==> src/rtl/bemerge_pkg.sv <==
package bemerge_pkg;
  localparam int unsigned DEF_NUM_REQ = 8;
  localparam int unsigned DEF_DATA_W  = 128;
  localparam int unsigned DEF_BE_W    = DEF_DATA_W / 8;
endpackage

==> src/rtl/bemerge_row_any.sv <==
// OR-reduce every match row into one request bit per row
module bemerge_row_any #(
  parameter int unsigned NUM_REQ = bemerge_pkg::DEF_NUM_REQ
) (
  input  logic [NUM_REQ*NUM_REQ-1:0] match_i,
  output logic [NUM_REQ-1:0]         row_any_o
);
  for (genvar i = 0; i < NUM_REQ; i++) begin : g_row
    assign row_any_o[i] = |match_i[i*NUM_REQ +: NUM_REQ];
  end
endmodule

==> src/rtl/bemerge_prio.sv <==
// Lowest-index-wins priority picker with one-hot output
module bemerge_prio #(
  parameter int unsigned NUM_REQ = bemerge_pkg::DEF_NUM_REQ
) (
  input  logic [NUM_REQ-1:0] req_i,
  output logic [NUM_REQ-1:0] grant_o,
  output logic               any_o
);
  logic [NUM_REQ-1:0] lower_busy;

  assign lower_busy[0] = 1'b0;
  for (genvar i = 1; i < NUM_REQ; i++) begin : g_chain
    assign lower_busy[i] = lower_busy[i-1] | req_i[i-1];
  end

  assign grant_o = req_i & ~lower_busy;
  assign any_o   = |req_i;
endmodule

==> src/rtl/bemerge_row_sel.sv <==
// One-hot AND-OR pick of the granted match row
module bemerge_row_sel #(
  parameter int unsigned NUM_REQ = bemerge_pkg::DEF_NUM_REQ
) (
  input  logic [NUM_REQ*NUM_REQ-1:0] match_i,
  input  logic [NUM_REQ-1:0]         grant_i,
  output logic [NUM_REQ-1:0]         sel_o
);
  for (genvar j = 0; j < NUM_REQ; j++) begin : g_col
    logic [NUM_REQ-1:0] col;
    for (genvar i = 0; i < NUM_REQ; i++) begin : g_bit
      assign col[i] = match_i[i*NUM_REQ + j];
    end
    assign sel_o[j] = |(col & grant_i);
  end
endmodule

==> src/rtl/bemerge_or_tree.sv <==
// Balanced OR tree over NUM_IN words, heap-indexed
module bemerge_or_tree #(
  parameter int unsigned NUM_IN = bemerge_pkg::DEF_NUM_REQ,
  parameter int unsigned WIDTH  = bemerge_pkg::DEF_DATA_W
) (
  input  logic [NUM_IN*WIDTH-1:0] in_i,
  output logic [WIDTH-1:0]        out_o
);
  localparam int unsigned LVL    = (NUM_IN > 1) ? $clog2(NUM_IN) : 0;
  localparam int unsigned LEAVES = 1 << LVL;
  localparam int unsigned NODES  = 2 * LEAVES - 1;

  logic [WIDTH-1:0] node [NODES];

  for (genvar k = 0; k < LEAVES; k++) begin : g_leaf
    if (k < NUM_IN) begin : g_used
      assign node[LEAVES-1+k] = in_i[k*WIDTH +: WIDTH];
    end else begin : g_pad
      assign node[LEAVES-1+k] = '0;
    end
  end

  for (genvar n = 0; n < LEAVES - 1; n++) begin : g_inner
    assign node[n] = node[2*n+1] | node[2*n+2];
  end

  assign out_o = node[0];
endmodule

==> src/rtl/bemerge_top.sv <==
module bemerge_top #(
  parameter int unsigned NUM_REQ = bemerge_pkg::DEF_NUM_REQ,
  parameter int unsigned DATA_W  = bemerge_pkg::DEF_DATA_W,
  parameter int unsigned BE_W    = bemerge_pkg::DEF_BE_W
) (
  input  logic [NUM_REQ*NUM_REQ-1:0] match_i,
  input  logic [NUM_REQ*DATA_W-1:0]  data_i,
  input  logic [NUM_REQ*BE_W-1:0]    be_i,
  output logic [DATA_W-1:0]          data_o,
  output logic [BE_W-1:0]            be_o,
  output logic [NUM_REQ-1:0]         sel_o,
  output logic                       valid_o
);
  localparam int unsigned REC_W = DATA_W + BE_W;

  logic [NUM_REQ-1:0]       row_any;
  logic [NUM_REQ-1:0]       grant;
  logic [NUM_REQ-1:0]       sel;
  logic [NUM_REQ*REC_W-1:0] gated;
  logic [REC_W-1:0]         merged;

  bemerge_row_any #(.NUM_REQ(NUM_REQ)) row_any_i (
    .match_i   (match_i),
    .row_any_o (row_any)
  );

  bemerge_prio #(.NUM_REQ(NUM_REQ)) prio_i (
    .req_i   (row_any),
    .grant_o (grant),
    .any_o   (valid_o)
  );

  bemerge_row_sel #(.NUM_REQ(NUM_REQ)) row_sel_i (
    .match_i (match_i),
    .grant_i (grant),
    .sel_o   (sel)
  );

  // zero out records not in the chosen row before merging
  for (genvar j = 0; j < NUM_REQ; j++) begin : g_gate
    assign gated[j*REC_W +: REC_W] =
      {data_i[j*DATA_W +: DATA_W], be_i[j*BE_W +: BE_W]} & {REC_W{sel[j]}};
  end

  bemerge_or_tree #(.NUM_IN(NUM_REQ), .WIDTH(REC_W)) or_tree_i (
    .in_i  (gated),
    .out_o (merged)
  );

  assign data_o = merged[REC_W-1 -: DATA_W];
  assign be_o   = merged[BE_W-1:0];
  assign sel_o  = sel;
endmodule

==> config.mk <==
export PLATFORM = sky130hd
export DESIGN_NAME = bemerge_top
export DESIGN_NICKNAME = d
export VERILOG_FILES = /design/src/rtl/bemerge_pkg.sv /design/src/rtl/bemerge_row_any.sv /design/src/rtl/bemerge_prio.sv /design/src/rtl/bemerge_row_sel.sv /design/src/rtl/bemerge_or_tree.sv /design/src/rtl/bemerge_top.sv
export SDC_FILE = /design/constraint.sdc
export NUM_CORES = 1
export LEC_CHECK = 0
export ABC_AREA = 1
export BUFFER_PORTS_ARGS = -buffer_cell sky130_fd_sc_hd__buf_2
export CAP_MARGIN = 20
export CORE_AREA = 8 8 525 527
export DETAILED_ROUTE_END_ITERATION = 10
export DIE_AREA = 0 0 533 535
export MAX_ROUTING_LAYER = met4
export PLACE_DENSITY = 0.3
export SYNTH_ARGS = -nofsm -noshare
export SYNTH_HDL_FRONTEND = slang
export SYNTH_SLANG_ARGS = --single-unit
export TNS_END_PERCENT = 10
==> constraint.sdc <==
create_clock -name vclk -period 6.75
set_input_delay 1.0125 -clock vclk [all_inputs]
set_output_delay 1.0125 -clock vclk [all_outputs]
set_load 0.03 [all_outputs]
==> results of run 1 <==
per-stage QoR:
step,instance area (um2),hold slack (ns),setup WS (ns),util
floorplan,9840,2.30,2.93,-
global placement,21100,2.45,0.548,0.0790
detailed placement,21100,2.45,0.672,0.0790
CTS,21100,2.46,0.666,0.0790
global route,21200,2.48,0.454,0.0796
finish,21300,2.45,0.874,0.0798
power breakdown:
part | internal [mW] | switching, mW
Combinational | 0.491 | 1.03
Sequential | 0 | 0
Clock | 0.00000169 | 0
cells by family after synthesis:
logic type	share of synthesized area
compound gates	0.000508
buf+inv	0.0960
simple gates	0.903
final timing paths:
kind | from | endpoint | slack, ns | depth (start not counted)
max | match_i[6] | data_o[16] | 0.87 | 17
min | be_i[113] | be_o[1] | 2.45 | 6
per-layer routing:
layer	global-route usage	vias to the layer above
met3	0.0367	244
met1	0.164	9724
met4	0.0236	0
met5	-	-
li1	-	10100
met2	0.247	1385
critical path: stages:
cell and delay [ns]:
buf_2 0.11, nor2_1 0.16, nand2_1 0.12, nor2_2 0.48, nand2_4 0.16, nor2_8 0.23
nand3_4 0.11, nor2_4 0.23, nand3_1 0.16, nand3_4 0.36, buf_4 0.25, buf_4 0.49
nand2_1 0.36, nand2_1 0.14, nor2_1 0.04, nand2_1 0.07, buf_2 0.20
cell usage in the layout (no fill, tap or decap), types with 2 or more instances in the layout:
cell and instances:
buf_2 1369, nor2_2 3, nand2_2 30, nand4_1 5, buf_4 42, nand2_1 1877, buf_12 18, nor2_1 345
nand3_4 8, nand3_1 35, inv_1 32, diode_2 84, nor2_4 2, nor4_1 2
cell type report:
type | count | share of cell area
inverters | 32 | 0.00564
repair buffers | 1429 | 0.353
well taps | 3552 | 0.209
multi-input cells | 2312 | 0.422
diodes | 84 | 0.00987
synthesized netlist by cell type, drive strengths merged:
| library cell | count |
|---|---|
| nand2 | 1909 |
| nor2 | 351 |
| buf | 128 |
| nand3 | 43 |
| inv | 32 |
| nand4 | 5 |
| nor4 | 2 |
| a21oi | 1 |
| nand3b | 1 |
==> out/qor.csv, run 1 <==
stage,metric,value,unit
worst_setup_path,CP Class,primary input to primary output,
die,core area,267000,um2
worst_setup_path,"Arr. time, crit path",4.86,ns
die,Initial Utilization,0.0369,
global_routing,gr ovfl total,0,
logic_synthesis,"area leader, netlist",nand2_1,
die,Die Y,535,um
route,met3 WL post-DR,15.1,mm
layout,fillcell total,32500,
timing,Tmin final,5.88,ns
layout,FF+latch count,0,
global_routing,vias in the first global route,22300,
route,Antenna Nets Post-Route,0,
cts,CTS resizes,0,
layout,Layout area overhead,116,%
layout,# nets final,4991,
route,First-pass DRT Iterations,7,
logic_synthesis,synth warn,0,
power_and_ir_drop,maximum resistive drop on vdd,0.0223,mV
logic_synthesis,area share of the largest cell type after synthesis,0.716,
run,# Max-Cap Violations,0,
die,die area,285000,um2
logic_synthesis,"Seq/Total Area, Yosys",0,
route,final wirelength,208,mm
route,metal2 WL,101,mm
route,drt first-iter violations,1523,
die,IO Pins,1369,
global_routing,gr usage total,0.141,
cts,post-CTS setup buffer count,0,
status,status,"finished, final reports clean",
power_and_ir_drop,Final Power,1.52,mW
die,# rows,190,
global_routing,largest net degree at the start of global routing,53,
layout,"non-filler cells, final",7409,
logic_synthesis,"Avg Cell Area, Syn",3.98,um2
worst_setup_path,CP Max Fanout,39,
timing,pin slew with the least headroom to its limit,0.988,ns
hold_path,Hold/Removal Path Class,primary input to primary output,
timing,unrepaired setup endpoints after global routing,no,
worst_setup_path,Critical Path Sink Type,primary output,
global_routing,initial antenna violation count,201,
layout,multi-input logic area,9000,um2
place,Inst Count DP,7325,
logic_synthesis,Synth cell types,18,
place,Port-buffer cells,1369,
route,DRC,0,
power_and_ir_drop,power density cells,71.6,nW/um2
timing,Rel. slew slack,0.339,
logic_synthesis,Synthesized Nets,3688,
cts,hold_buf cts,0,
worst_setup_path,Worst Path Required,5.74,ns
route,Wirelength per Cell,28.1,um
power_and_ir_drop,Static Leakage,11.8,nW
worst_setup_path,crit start category,primary input,
timing,Slew Limit Fails,0,
global_routing,first-pass GRT wire length,254,mm
timing,final hold vios,0,
layout,fraction of layout cells with a size suffix above 1,0.391,
logic_synthesis,synth top area cells,"nand2_1 72%, nor2_1 13%, buf_2 3.8%, buf_4 2.5%, nand3_1 2.1%",
layout,register area,0,um2
place,routability cong.,0.946,
timing,f_max,0.170,GHz
logic_synthesis,cell count after synthesis,2472,
timing,"Setup violations, final",0,
die,chip width,533,um
timing,final worst-path cycle share,0.870,
route,Via density,2.89,
layout,clock buffers,0,
place,DP HPWL,194,mm
route,top routing layer used,met4,
logic_synthesis,"Cell Area, Synth",9840,um2
route,WL met1,86.2,mm
timing,setup TNS,0,ns
route,routed via count,21400,
Power figures use the tool's default switching activity.
==> run 2, diff against run 1 <==
--- a/config.mk
+++ b/config.mk
@@ -6,7 +6,7 @@
 export NUM_CORES = 1
 export LEC_CHECK = 0
 export ABC_AREA = 1
-export BUFFER_PORTS_ARGS = -buffer_cell sky130_fd_sc_hd__buf_2
+export BUFFER_PORTS_ARGS = -buffer_cell sky130_fd_sc_hd__buf_4
 export CAP_MARGIN = 20
 export CORE_AREA = 8 8 525 527
 export DETAILED_ROUTE_END_ITERATION = 10
==> run 2 against run 1 <==
Net effect: highest routed layer unchanged; die area did not move; sequential share of layout area did not move; worst setup slack improved by 0.19 ns; non-clock buffer count fell by 6; sequential cell count did not move; largest cell class is now non-clock buffers; first-iteration DRC count fell by 28%.
==> out/qor.csv, run 2 (synthesis results as in run 1) <==
stage,metric,value,unit,change
place,pre-CTS WS,0.648,ns,-0.0242 ns
timing,final worst-path cycle share,0.842,,-0.0284
die,Die Y,535,um,unchanged
status,status,"finished, final reports clean",,
place,DP HPWL,193,mm,-0.16%
worst_setup_path,most frequent CP cell,nor2_1,,
route,final wirelength,208,mm,+0.25%
worst_setup_path,crit path to,data_o[119],,
cts,CTS resizes,0,,unchanged
die,Initial Utilization,0.0369,,unchanged
place,routability cong.,0.954,,+0.80%
die,core area,267000,um2,unchanged
route,Antenna Nets Post-Route,0,,unchanged
worst_setup_path,ordered cell list for the critical path,buf_4 -> inv_1 -> nand4_1 -> nor2_1 -> nand3b_2 -> nor2_1 -> nor2_1 -> nand3_4 -> buf_12 -> nand2_1 -> nand2_1 -> nor2_1 -> nand2_1 -> buf_4,,
cts,hold_buf cts,0,,unchanged
run,# Max-Cap Violations,0,,unchanged
layout,fraction of layout cells with a size suffix above 1,0.390,,-0.000704
route,First-pass DRT Iterations,5,,-2
timing,unrepaired setup endpoints after global routing,no,,
layout,fin area,24600,um2,+15%
layout,clock buffers,0,,unchanged
layout,# nets final,4985,,-0.12%
layout,"non-filler cells, final",7364,,-0.61%
layout,"commonest non-fill, non-tap cell in the layout",nand2_1,,
power_and_ir_drop,Static Leakage,13.1,nW,+11%
die,IO Pins,1369,,unchanged
die,die area,285000,um2,unchanged
timing,"Setup violations, final",0,,unchanged
timing,final worst slack,1.07,ns,+0.192 ns
layout,highest-count cells in the layout ignoring fill and taps,"1,877 x nand2_1, 1,404 x buf_4, 344 x nor2_1",,
cts,post-CTS setup buffer count,0,,unchanged
timing,final hold vios,0,,unchanged
place,Inst Count DP,7319,,-0.082%
place,Port-buffer cells,1369,,unchanged
place,Placed Area,24500,um2,+16%
timing,f_max,0.176,GHz,+3.4%
global_routing,gr ovfl total,0,,unchanged
worst_setup_path,"Arr. time, crit path",4.67,ns,-0.19 ns
global_routing,first-pass GRT wire length,257,mm,+1.3%
route,routed via count,21000,,-2.0%
timing,pin slew with the least headroom to its limit,0.807,ns,-0.181 ns
worst_setup_path,Critical Path Sink Type,primary output,,
timing,setup TNS,0,ns,unchanged
worst_setup_path,Worst Path Required,5.74,ns,about the same
worst_setup_path,Critical Path Start,match_i[43],,
worst_setup_path,number of cells on the critical path,14,,-3
die,chip width,533,um,unchanged
worst_setup_path,Crit path buffers/inverters,4,,unchanged
worst_setup_path,CP Max Fanout,54,,+38%
timing,Fin Hold WS,2.41,ns,-0.0429 ns
hold_path,Hold/Removal Path Class,primary input to primary output,,
power_and_ir_drop,power density cells,69.8,nW/um2,-2.5%
worst_setup_path,peak per-stage delay on the critical path,0.46,ns,-0.03 ns
timing,Tmin final,5.68,ns,-0.192 ns
global_routing,initial antenna violation count,125,,-38%
route,drt first-iter violations,1104,,-28%
worst_setup_path,CP Class,primary input to primary output,,
route,DRC,0,,unchanged
worst_setup_path,slowest cell on the critical path,nand3_4,,
route,Wirelength per Cell,28.3,um,+0.86%
worst_setup_path,crit start category,primary input,,
timing,Slew Limit Fails,0,,unchanged
layout,FF+latch count,0,,unchanged
die,# rows,190,,unchanged
global_routing,vias in the first global route,22900,,+2.9%
power_and_ir_drop,maximum resistive drop on vdd,0.0220,mV,-1.3%
worst_setup_path,"CP delay by family, top",simple AND/OR/NAND/NOR gates,,
global_routing,largest net degree at the start of global routing,55,,+3.8%
timing,Rel. slew slack,0.460,,+0.121
layout,Layout area overhead,150,%,
global_routing,gr usage total,0.142,,+0.000977
layout,register area,0,um2,unchanged
route,Via density,2.85,,-1.4%
layout,fillcell total,32100,,-1.1%
[run 2: cell count changes in the layout (fill, tap and decap cells not counted), sizes merged]
cell,change
buf,-6
diode,-39
[run 2: worst min-delay path, cell delays in order]
cell     delay, ns
buf_4         0.09
nor4_1        0.05
nand3_1       0.08
buf_4         0.16
[run 2: where the power goes]
part	switching (mW)	total, mW	internal [mW]
Sequential	0	0	0
Combinational	1.00	1.72	0.712
Clock	0	0.000000817	0.000000817
[run 2: final cells by class]
cell class | instances | area [um2] | share of cell area
multi-input cells | 2312 | 9000 | 0.366
diodes | 45 | 113 | 0.00458
inverters | 32 | 120 | 0.00488
well taps | 3552 | 4440 | 0.181
repair buffers | 1423 | 10900 | 0.444
[run 2: metrics by stage]
step	power (mW)	utilization
after floorplan	0.561	-
after global placement	1.78	0.0917
after detailed placement	1.78	0.0917
after CTS	1.79	0.0917
after global routing	1.86	0.0920
final	1.72	0.0921
[run 2: how the worst min path moves through the flow]
stage	startpoint	end	cells after the start
floorplan	match_i[58]	valid_o	2
global placement	be_i[113]	be_o[1]	6
detailed placement	be_i[126]	be_o[14]	6
CTS	be_i[108]	be_o[12]	6
global route	data_i[915]	data_o[19]	6
finish	match_i[60]	valid_o	4
[run 2: routing by layer]
layer,track usage,share of wire
met1,0.157,0.41
met5,-,0
met4,0.0183,0.022
met2,0.254,0.50
met3,0.0462,0.076
